## config.mk

```make
export PLATFORM = sky130hd
export DESIGN_NAME = nvsr_power_ctrl
export DESIGN_NICKNAME = d
export VERILOG_FILES = /design/src/rtl/nvsr_pkg.sv /design/src/rtl/nvsr_dirty.sv /design/src/rtl/nvsr_arb.sv /design/src/rtl/nvsr_seq.sv /design/src/rtl/nvsr_power_ctrl.sv
export SDC_FILE = /design/constraint.sdc
export NUM_CORES = 1
export LEC_CHECK = 0
export BUFFER_PORTS_ARGS = -buffer_cell sky130_fd_sc_hd__buf_2
export CORE_ASPECT_RATIO = 1.25
export CORE_MARGIN = 5
export CORE_UTILIZATION = 25
export DETAILED_ROUTE_END_ITERATION = 8
export PLACE_DENSITY = 0.47
export SETUP_SLACK_MARGIN = 0.2
export SLEW_MARGIN = 0
export SYNTH_ARGS = -nofsm -noshare
export SYNTH_HDL_FRONTEND = slang
export SYNTH_SLANG_ARGS = --single-unit
```

## constraint.sdc

```tcl
create_clock -name clk -period 2.5 [get_ports clk]
set_clock_uncertainty 0.15 [all_clocks]
set_input_delay 0.5 -clock clk [delete_from_list [all_inputs] [get_ports clk]]
set_output_delay 0.5 -clock clk [all_outputs]
set_load 0.1 [all_outputs]
```

## src/rtl/nvsr_pkg.sv

```systemverilog
package nvsr_pkg;
  typedef enum logic [1:0] {
    OP_IDLE  = 2'd0,
    OP_STORE = 2'd1,
    OP_SWRCL = 2'd2,
    OP_PWRCL = 2'd3
  } op_e;
endpackage

```

## src/rtl/nvsr_dirty.sv

```systemverilog
module nvsr_dirty (
  input  logic clk,
  input  logic rst_n,
  input  logic wr_req,
  input  logic wr_ok,
  input  logic op_done,
  output logic dirty
);
  always_ff @(posedge clk) begin
    if (!rst_n)               dirty <= 1'b0;
    else if (op_done)         dirty <= 1'b0;
    else if (wr_req && wr_ok) dirty <= 1'b1;
  end
endmodule

```

## src/rtl/nvsr_arb.sv

```systemverilog
module nvsr_arb
  import nvsr_pkg::*;
(
  input  logic clk,
  input  logic rst_n,
  input  logic vlow_sw,
  input  logic vlow_rst,
  input  logic sw_store_req,
  input  logic sw_recall_req,
  input  logic idle,
  input  logic dirty,
  output logic start,
  output op_e  start_op
);
  logic pend_pwr, pend_st, pend_rc;

  always_comb begin
    start    = 1'b0;
    start_op = OP_IDLE;
    if (idle) begin
      if (vlow_sw) begin
        if (dirty) begin
          start    = 1'b1;
          start_op = OP_STORE;
        end
      end else if (pend_pwr) begin
        start    = 1'b1;
        start_op = OP_PWRCL;
      end else if (pend_st) begin
        start    = 1'b1;
        start_op = OP_STORE;
      end else if (pend_rc) begin
        start    = 1'b1;
        start_op = OP_SWRCL;
      end
    end
  end

  always_ff @(posedge clk) begin
    if (!rst_n) begin
      pend_pwr <= 1'b1;
      pend_st  <= 1'b0;
      pend_rc  <= 1'b0;
    end else begin
      if (vlow_rst)                            pend_pwr <= 1'b1;
      else if (start && start_op == OP_PWRCL)  pend_pwr <= 1'b0;

      if (vlow_sw)                             pend_st <= 1'b0;
      else if (start && start_op == OP_STORE)  pend_st <= 1'b0;
      else if (sw_store_req && idle)           pend_st <= 1'b1;

      if (vlow_sw)                             pend_rc <= 1'b0;
      else if (start && start_op == OP_SWRCL)  pend_rc <= 1'b0;
      else if (sw_recall_req && idle)          pend_rc <= 1'b1;
    end
  end
endmodule

```

## src/rtl/nvsr_seq.sv

```systemverilog
module nvsr_seq
  import nvsr_pkg::*;
#(
  parameter int ST_HALF = 250000,
  parameter int SR_HALF = 500,
  parameter int PR_HALF = 13750
) (
  input  logic clk,
  input  logic rst_n,
  input  logic start,
  input  op_e  start_op,
  output op_e  op,
  output logic second,
  output logic done
);
  localparam int MAXH = (ST_HALF > SR_HALF) ?
                        ((ST_HALF > PR_HALF) ? ST_HALF : PR_HALF) :
                        ((SR_HALF > PR_HALF) ? SR_HALF : PR_HALF);
  localparam int CW = $clog2(MAXH + 1);

  logic [CW-1:0] cnt, half_m1;

  always_comb begin
    case (op)
      OP_STORE: half_m1 = CW'(ST_HALF - 1);
      OP_SWRCL: half_m1 = CW'(SR_HALF - 1);
      OP_PWRCL: half_m1 = CW'(PR_HALF - 1);
      default:  half_m1 = '0;
    endcase
  end

  assign done = (op != OP_IDLE) && second && (cnt == half_m1);

  always_ff @(posedge clk) begin
    if (!rst_n) begin
      op     <= OP_IDLE;
      second <= 1'b0;
      cnt    <= '0;
    end else if (op == OP_IDLE) begin
      if (start) begin
        op     <= start_op;
        second <= 1'b0;
        cnt    <= '0;
      end
    end else if (cnt == half_m1) begin
      cnt <= '0;
      if (second) begin
        op     <= OP_IDLE;
        second <= 1'b0;
      end else begin
        second <= 1'b1;
      end
    end else begin
      cnt <= cnt + 1'b1;
    end
  end
endmodule

```

## src/rtl/nvsr_power_ctrl.sv

```systemverilog
module nvsr_power_ctrl
  import nvsr_pkg::*;
#(
  parameter int CLK_MHZ  = 50,
  parameter int STORE_US = 10000,
  parameter int SWRCL_US = 20,
  parameter int PWRCL_US = 550
) (
  input  logic clk,
  input  logic rst_n,
  input  logic vlow_sw,
  input  logic vlow_rst,
  input  logic arr_wr,
  input  logic sw_store_req,
  input  logic sw_recall_req,
  output logic wr_allow,
  output logic busy,
  output logic erase_ph,
  output logic program_ph,
  output logic clear_ph,
  output logic transfer_ph
);
  localparam int ST_HALF = (STORE_US * CLK_MHZ) / 2;
  localparam int SR_HALF = (SWRCL_US * CLK_MHZ) / 2;
  localparam int PR_HALF = (PWRCL_US * CLK_MHZ) / 2;

  logic dirty, start, second, done;
  op_e  start_op, op;

  assign busy     = (op != OP_IDLE);
  assign wr_allow = !busy && !vlow_sw;

  nvsr_dirty u_dirty (
    .clk(clk), .rst_n(rst_n), .wr_req(arr_wr), .wr_ok(wr_allow),
    .op_done(done), .dirty(dirty)
  );

  nvsr_arb u_arb (
    .clk(clk), .rst_n(rst_n), .vlow_sw(vlow_sw), .vlow_rst(vlow_rst),
    .sw_store_req(sw_store_req), .sw_recall_req(sw_recall_req),
    .idle(!busy), .dirty(dirty), .start(start), .start_op(start_op)
  );

  nvsr_seq #(.ST_HALF(ST_HALF), .SR_HALF(SR_HALF), .PR_HALF(PR_HALF)) u_seq (
    .clk(clk), .rst_n(rst_n), .start(start), .start_op(start_op),
    .op(op), .second(second), .done(done)
  );

  assign erase_ph    = (op == OP_STORE) && !second;
  assign program_ph  = (op == OP_STORE) && second;
  assign clear_ph    = ((op == OP_SWRCL) || (op == OP_PWRCL)) && !second;
  assign transfer_ph = ((op == OP_SWRCL) || (op == OP_PWRCL)) && second;
endmodule

```

Word level (Yosys, flattened, before mapping)
Index checks and enable logic that the tools add are counted.
{"block": "totals", "regBits": 25, "in_bits": 7, "output_inout_bits": 6, "wordCells": 68}
{"block": "op_classes", "addsub": 1, "eq_ne": 8, "n_mux": 24, "bitwise": 1, "reduce_logical": 27}
{"cell": "$mux W18", "count": 3}
{"cell": "$pmux W18 S3", "count": 1}
{"cell": "$add A18 B1 Y18 const B", "count": 1}
{"cell": "$eq A18 B18 Y1", "count": 1}
{"cell": "$mux W2", "count": 9}
{"cell": "$logic_and A1 B1 Y1", "count": 13}
{"cell": "$mux W1", "count": 11}
{"cell": "$eq A2 B2 Y1 const B", "count": 4}
{"cell": "$reduce_bool A2 Y1", "count": 3}
{"cell": "$reduce_or A3 Y1", "count": 2}
{"cell": "$eq A2 B1 Y1 const B", "count": 2}
{"cell": "$reduce_or A2 Y1", "count": 2}
{"cell": "$logic_not A1 Y1", "count": 3}
{"cell": "$reduce_and A3 Y1", "count": 1}
{"cell": "$logic_not A2 Y1", "count": 1}
{"cell": "$ne A2 B2 Y1 const B", "count": 1}
{"cell": "$reduce_and A2 Y1", "count": 1}
{"cell": "$logic_or A1 B1 Y1", "count": 1}
{"cell": "$not A1 Y1", "count": 1}

Depth between registers and ports, before layout
Gate-level depths: netlist of the first run.
{"block": "logic_depth", "ltp_word": 8, "mapped_depth": 8, "mapped_depth_nobuf": 7}

Cells and area by module
From an unflattened synthesis of the first run, not the netlist that was laid out.
{"block": "hier_totals", "hier_cells": 190, "hier_area_um2": 1609.0}
{"mod": "nvsr_seq", "n_inst": 1, "cells_each": 160, "area_each_um2": 1363.8, "seq_area_each_um2": 420.4}
{"mod": "nvsr_arb", "n_inst": 1, "cells_each": 20, "area_each_um2": 163.9, "seq_area_each_um2": 60.1}
{"mod": "nvsr_power_ctrl", "n_inst": 1, "cells_each": 7, "area_each_um2": 43.8, "seq_area_each_um2": 0.0}
{"mod": "nvsr_dirty", "n_inst": 1, "cells_each": 3, "area_each_um2": 37.5, "seq_area_each_um2": 20.0}

Worst setup path after synthesis of the first run
Ideal clock, no wire load.
{"block": "synth_path", "path_kind": "register to output", "from": "register u_seq.op[1]", "to": "output port wr_allow", "arrival_ns": 2.701, "required_ns": 1.850, "path_slack_ns": -0.851, "path_stages_with_launch": 5, "path_buffers": 0, "cell_sequence": "dfxtp_1 inv_1 ha_1 inv_1 nor2_1"}
{"block": "synth_via", "elab_chain_cells": 3}
{"element": "from (decl)", "line": "nvsr_seq.sv:12", "source": "output op_e op,"}
{"element": "from (signal assigned)", "line": "nvsr_seq.sv:41", "source": "op <= start_op;"}
{"element": "$reduce_bool A2 Y1", "line": "nvsr_power_ctrl.sv:30", "source": "assign busy = (op != OP_IDLE);"}
{"element": "via busy", "line": "nvsr_power_ctrl.sv:17", "source": "output logic busy,"}
{"element": "$logic_not A1 Y1", "line": "nvsr_power_ctrl.sv:31", "source": "assign wr_allow = !busy && !vlow_sw;"}
{"element": "$logic_and A1 B1 Y1", "line": "nvsr_power_ctrl.sv:31"}
{"element": "to (decl)", "line": "nvsr_power_ctrl.sv:16", "source": "output logic wr_allow,"}
The timed path passes the listed nets, and every way through them passes these cells.

Final worst setup path of the first run
{"block": "layout_path", "from": "register u_seq.op[0]", "to": "register u_seq.second"}
{"block": "layout_via", "elab_chain_cells": 5, "word_cells_on_any_way": 12, "cone_classes": "eq/ne (5); mux (3); reduce/logical (4)"}
{"element": "$eq A2 B2 Y1 or $eq A2 B1 Y1 (tied branches)", "line": "nvsr_seq.sv:24", "source": "case (op)"}
{"element": "$pmux W18 S3", "line": "nvsr_seq.sv:24"}
{"element": "$eq A18 B18 Y1", "line": "nvsr_seq.sv:45", "source": "end else if (cnt == half_m1) begin"}
{"element": "$reduce_bool A2 Y1 (no source line)"}
{"element": "$reduce_and A2 Y1 (no source line)"}
{"element": "to (signal assigned)", "line": "nvsr_seq.sv:42", "source": "second <= 1'b0;"}
{"element": "to (signal assigned)", "line": "nvsr_seq.sv:49", "source": "second <= 1'b0;"}
{"element": "to (signal assigned)", "line": "nvsr_seq.sv:51", "source": "second <= 1'b1;"}
{"element": "to (decl)", "line": "nvsr_seq.sv:13", "source": "output logic second,"}
Several ways; a longest one is shown, not always the timed one.
A chain may end at the register's enable or synchronous reset.

==> results of run 1 <==
==> metal layers <==
layer,vias up,GRT usage (%)
met2,24,18.1
met5,-,0
met4,0,3.87
met3,8,2.11
li1,631,-
met1,588,11.6
==> power by group <==
group | internal (W) | leakage (nW) | total, W | switching (W)
sequential | 0.000449 | 0.204 | 0.000507 | 0.0000580
combinational | 0.000450 | 0.465 | 0.00116 | 0.000708
clock | 0.000113 | 0.0217 | 0.000249 | 0.000136
==> worst min path at each step <==
| stage | startpoint | endpoint | slack [ps] |
|---|---|---|---|
| after global routing | vlow_rst | u_arb.pend_pwr | 300 |
| after global placement | u_arb.pend_st | u_arb.pend_st | 340 |
| after detailed placement | u_arb.pend_st | u_arb.pend_st | 340 |
| after CTS | vlow_rst | u_arb.pend_pwr | 260 |
| after floorplan | u_arb.pend_st | u_arb.pend_st | 310 |
| final | vlow_rst | u_arb.pend_pwr | 260 |
==> logic make-up after synthesis <==
kind of cell / after synthesis / synth area share (%)
flip-flops: 25 / 35.3
XOR/XNOR: 18 / 11.1
adder cells (fa/ha/maj): 6 / 5.29
AO/OA/AOI/OAI: 27 / 16.1
multiplexers: 1 / 0.705
buffers and inverters: 13 / 4.58
AND/OR/NAND/NOR: 78 / 27.0
==> worst max-delay path, cell delays in order, from the launching register on <==
cell,delay [ps]
dfxtp_4,400
inv_2,70
buf_4,130
ha_1,230
xor2_1,160
nor2_1,160
o2111ai_2,190
o311ai_4,360
buf_6,160
a2bb2o_4,200
==> area by class of cell <==
type | count | area [um^2] | share of cell area (%)
Clock buffer | 3 | 41.3 | 2.29
Sequential cell | 25 | 508 | 28.2
Multi-Input combinational cell | 130 | 927 | 51.4
Tap cell | 64 | 80.1 | 4.44
Inverter | 9 | 40.0 | 2.22
Clock inverter | 1 | 7.51 | 0.416
Timing Repair Buffer | 26 | 200 | 11.1
==> metrics by stage <==
| stage | total power (W) | setup TNS (ps) |
|---|---|---|
| 3_5_place_dp | 0.00147 | 0 |
| 5_1_grt | 0.00203 | 0 |
| 6_report | 0.00191 | 0 |
| 4_1_cts | 0.00181 | 0 |
| 2_1_floorplan | 0.00126 | -286 |
| 3_3_place_gp | 0.00149 | 0 |
==> repair_timing <==
item	in CTS	in global routing
endpoints found under the setup margin	16	20
endpoints found under the hold margin	0	0
buffers inserted	5	4
gates resized for setup	4	16
pin swaps	0	6
gates cloned	1	0
hold buffers	0	0
==> cells in the final DEF (no fill, tap or decap), types with 6 or more instances in the layout <==
cell type and count:
dfxtp_1 23, nand3_1 7, nor2_1 23, xor2_1 16, nand2_1 12, nor3_1 6
buf_4 10, buf_2 9
==> sequential cells by signal, summed over array words and instances, names as in the netlist <==
register and count:
u_arb.pend_pwr 1, u_arb.pend_st 1, u_seq.second 1, u_dirty.dirty 1, u_seq.op 2, u_seq.cnt 18
u_arb.pend_rc 1
==> flow_metrics.py, run 1 <==
metrics = {
    "route": {
        "wl_met2_mm": 1.79,
        "postRouteAntennaNets": 0,
        "drt-met1-wl_mm": 1.59,
        "met3_length_um": 108,
        "drc": 0,
        "drt_iter0_drc": 46,
        "dr.pass1.iters": 4,
        "wire_per_inst_um": 13.8,
        "highest_layer": "met4",
        "viasPerCell": 4.85,
        "vias": 1251,
        "wl_mm": 3.57,
    },
    "synthesis": {
        "syn-instance-count": 168,
        "yosys_warnings": 0,
        "synthTopCellsByArea": "dfxtp_1 35%, xor2_1 9.9%, nor2_1 7.4%",
        "async_reset_ff_share_pct": 0,
        "avgSynthCellArea_um2": 8.45,
        "synth.most_common_cell": "nor2_1",
        "yosysTopAreaCellShare_pct": 35.3,
        "synth_top_cell_by_area": "dfxtp_1",
        "yosys-top-cells-count": "28 x nor2_1, 25 x dfxtp_1, 16 x xor2_1",
        "syn_area_mm2": 0.00142,
        "mappedNetlistNets": 181,
        "ys_ff_latch": 25,
        "seq_area_frac_synth_pct": 35.3,
        "synth_edf_count": 0,
        "yosys_most_used_dff": "dfxtp_1",
        "synth_cell_types": 39,
    },
    "pwr": {
        "p_leak_nw": 0.690,
        "ir_drop_mv": 1.04,
        "power.density_mw_per_mm2": 1060,
    },
    "sta": {
        "rsz0062_at_grt": "true",
        "finalCritPeriodShare_pct": 92.4,
        "fmax_mhz": 433,
        "hold_viol": 0,
        "finalSetupViolations": 0,
        "final.setup.worst_slack_ps": 189,
        "whs_ps": 255,
        "finalCriticalPeriod_ps": 2310,
        "worst_pin_slew_ps": 603,
        "slew_headroom_pct": 59.5,
        "maxSlewViolCount": 0,
    },
    "grt": {
        "grt_first_pass_wirelength_mm": 5.95,
        "gr-total-overflow": 0,
        "grt_util_all_layers_pct": 10.1,
        "grt_pass1_vias": 1264,
        "grt_start_max_net_pins": 16,
        "antenna_found_initial": 0,
    },
    "setup_path": {
        "startpoint_type": "flop",
        "crit_arrival_ps": 2340,
        "worstSetupPathType": "reg2reg",
        "path_max_fanout": 4,
        "ff2ff_path_depth": 9,
        "startpoint": "u_seq.op[0]",
        "cp.required_ps": 2530,
        "worstSetupEndpoint": "u_seq.second",
        "r2r_end": "u_seq.second",
        "r2r_slack_ps": 190,
        "reg2reg_from": "u_seq.op[0]",
        "critPathCaptureType": "flop",
    },
    "cts": {
        "clockRootBuffer": "clkbuf_8",
        "htree_levels": 1,
        "path_clk_slew_ps": 90,
        "cts_buffers": 3,
        "clkSinkCount": 25,
        "cts.path.max_buffers": 2,
        "clk_latency_ps": 270,
        "tritoncts": "built",
    },
    "layout": {
        "antennaDiodeCount": 0,
        "fillers": 583,
        "layout-drive-gt1-share_pct": 28.4,
        "fin_nets": 208,
        "design_area_mm2": 0.00180,
        "fin_cells": 258,
        "fin_util_pct": 32.9,
        "syn_to_final_growth_pct": 27.2,
    },
    "placed_design": {
        "hpwl_mm": 2.56,
        "place_area_mm2": 0.00161,
        "gp_congestion": 0.778,
        "dp_cells": 244,
        "preCtsSetupSlack_ps": 181,
        "port_buffers": 12,
    },
    "die": {
        "initial_core_util_pct": 25.9,
        "die_area_mm2": 0.00729,
        "die_h_um": 94.2,
        "io_pins": 13,
        "core_area_mm2": 0.00548,
        "dieWidth_um": 77.4,
        "rows": 30,
    },
    "min_path": {
        "whs_path_depth": 3,
        "hp-class": "in2reg",
    },
    "job": {
        "cap_viol_max_count": 0,
    },
    "run_status": {
        "status": "finished, final reports clean",
    },
}
Power figures use the tool's default switching activity.
==> run 2, diff against run 1 <==
- PLACE_DENSITY: 0.47 -> 0.45
==> run 2 against run 1 <==
Effect of this change: sequential share of layout area is 0.82 points higher; maximum frequency is 3.2% higher; core utilization is 0.94 points lower; worst hold slack better by 18 ps; sequential cell count stayed put; clock power is 2% higher; die area stayed put; global-route usage is 0.33 points lower; register-to-register slack better by 70 ps; power is 3.1% lower; critical path type is now reg2out; largest power group unchanged.
==> flow_metrics.py, run 2 (synthesis gave the netlist of run 1 again) <==
metrics = {
    "setup_path": {
        "cpMaxStageDelayCell": "dfxtp_4",
        "critical_path_depth": 6,
        "r2r_end": "u_seq.second",
        "ff2ff_path_depth": 8,
        "max_stage_delay_ps": 380,
        "crit_arrival_ps": 1590,
        "r2r_slack_ps": 260,
        "cp.required_ps": 1850,
        "reg2reg_from": "u_seq.op[0]",
        "worstSetupPathType": "reg2out",
        "critPathCaptureType": "output port",
        "critPathTopFamily": "buffers and inverters",
        "crit_buf_inv": 4,
        "startpoint_type": "flop",
        "crit_path_cell_trace": "inv_4 -> ha_4 -> buf_4 -> clkinvlp_4 -> nor2_4 -> buf_12",
        "path_max_fanout": 9,
    },
    "cts": {
        "clockRootBuffer": "clkbuf_8",
        "cts.path.max_buffers": 2,
        "htree_levels": 1,
        "cts_hold_buf": 0,
        "path_clk_slew_ps": 90,
        "clk_latency_ps": 270,
        "clkSinkCount": 25,
        "tritoncts": "built",
        "cts_buffers": 3,
    },
    "route": {
        "wl_mm": 3.40,
        "drc": 0,
        "dr.pass1.iters": 4,
        "postRouteAntennaNets": 0,
        "viasPerCell": 4.80,
        "vias": 1228,
        "wire_per_inst_um": 13.3,
        "drt_iter0_drc": 46,
    },
    "run_status": {
        "status": "finished, final reports clean",
    },
    "sta": {
        "worst_pin_slew_ps": 635,
        "slew_headroom_pct": 57.4,
        "finalCriticalPeriod_ps": 2240,
        "fmax_mhz": 446,
        "maxSlewViolCount": 0,
        "fin_tns_setup_ps": 0,
        "finalSetupViolations": 0,
        "rsz0062_at_grt": "true",
        "finalCritPeriodShare_pct": 89.6,
        "hold_viol": 0,
    },
    "grt": {
        "grt_pass1_vias": 1237,
        "antenna_found_initial": 0,
        "grt_first_pass_wirelength_mm": 5.82,
        "gr-total-overflow": 0,
        "grt_start_max_net_pins": 16,
        "grt_util_all_layers_pct": 9.79,
    },
    "die": {
        "die_h_um": 94.2,
        "die_area_mm2": 0.00729,
        "dieWidth_um": 77.4,
        "rows": 30,
        "initial_core_util_pct": 25.9,
        "io_pins": 13,
        "core_area_mm2": 0.00548,
    },
    "pwr": {
        "ir_drop_mv": 0.557,
        "p_leak_nw": 0.685,
        "power.density_mw_per_mm2": 1060,
        "design_power_total_w": 0.00185,
    },
    "layout": {
        "antennaDiodeCount": 0,
        "layout-drive-gt1-share_pct": 25.0,
        "mostFrequentLayoutCell": "nor2_1",
        "fillers": 603,
        "top_regs": "u_seq.cnt (18), u_seq.op (2)",
        "fin_nets": 206,
        "top_register": "u_seq.cnt",
        "syn_to_final_growth_pct": 23.5,
        "largest_register_ffs": 18,
        "mostFrequentLayoutCells": "25 x nor2_1, 23 x dfxtp_1, 16 x xor2_1",
    },
    "placed_design": {
        "port_buffers": 12,
        "hpwl_mm": 2.59,
        "gp_congestion": 0.779,
    },
    "min_path": {
        "hp-class": "in2reg",
        "hold-path-endpoint": "u_arb.pend_pwr",
        "whs_path_depth": 3,
        "hp-start": "vlow_rst",
    },
    "job": {
        "cap_viol_max_count": 0,
    },
}
## run 2: changes by cell type in the layout (fill, tap and decap cells not counted), sizes merged
cell	before	now
inv	8	9
clkbuf	5	3
clkinvlp	2	1
## run 2: what timing repair did
| action | 4_1_cts | 5_1_grt |
|---|---|---|
| pin swaps | 2 | 4 |
| setup endpoints to repair | 18 | 22 |
| resized for setup | 3 | 7 |
| setup buffers | 3 | 5 |
| cloned | 0 | 1 |
## run 2: worst max path at each step
stage                start             to  slack, ps
2_1_floorplan  u_seq.op[1]       erase_ph       -140
3_3_place_gp   u_seq.op[1]   u_seq.cnt[3]        160
3_5_place_dp   u_seq.op[1]   u_seq.cnt[6]        100
4_1_cts        u_seq.op[1]  u_seq.cnt[10]        210
5_1_grt        u_seq.op[0]   u_seq.second        180
6_report       u_seq.op[0]       wr_allow        260
## run 2: cell type report
cell class                      count  area (um^2)  area share, %
Inverter                            9         42.5           2.43
Clock inverter                      1         6.26          0.357
Clock buffer                        3         41.3           2.36
Multi-Input combinational cell    130          902           51.5
Tap cell                           64         80.1           4.57
Timing Repair Buffer               24          173           9.85
Sequential cell                    25          508           29.0
## run 2: metal layers
metal	wire [um]	vias up	global-route usage [%]
met5	0	-	0
met4	110	0	4.30
met3	62	10	1.63
met2	1690	14	17.4
met1	1540	566	11.4
li1	-	638	-
## run 2: power by group
group | internal [W] | switching [W]
sequential | 0.000449 | 0.0000603
clock | 0.000114 | 0.000140
combinational | 0.000413 | 0.000678
## run 2: worst register-to-register path: stages (launching register included)
cell	delay, ps
dfxtp_4	380
inv_4	80
ha_4	180
nand2b_1	90
o22a_1	210
or3_4	400
o311ai_4	290
buf_6	160
a2bb2o_4	200
## run 2: per-stage QoR
step	cells	setup WS, ps	hold WS [ps]	utilization (%)	instance area, um^2
after floorplan	168	-143	313	-	1450
after global placement	243	158	340	29.2	1600
after detailed placement	243	96.0	342	29.2	1600
after CTS	250	208	267	30.7	1680
after global routing	256	181	310	32.0	1750
final	256	260	274	32.0	1750
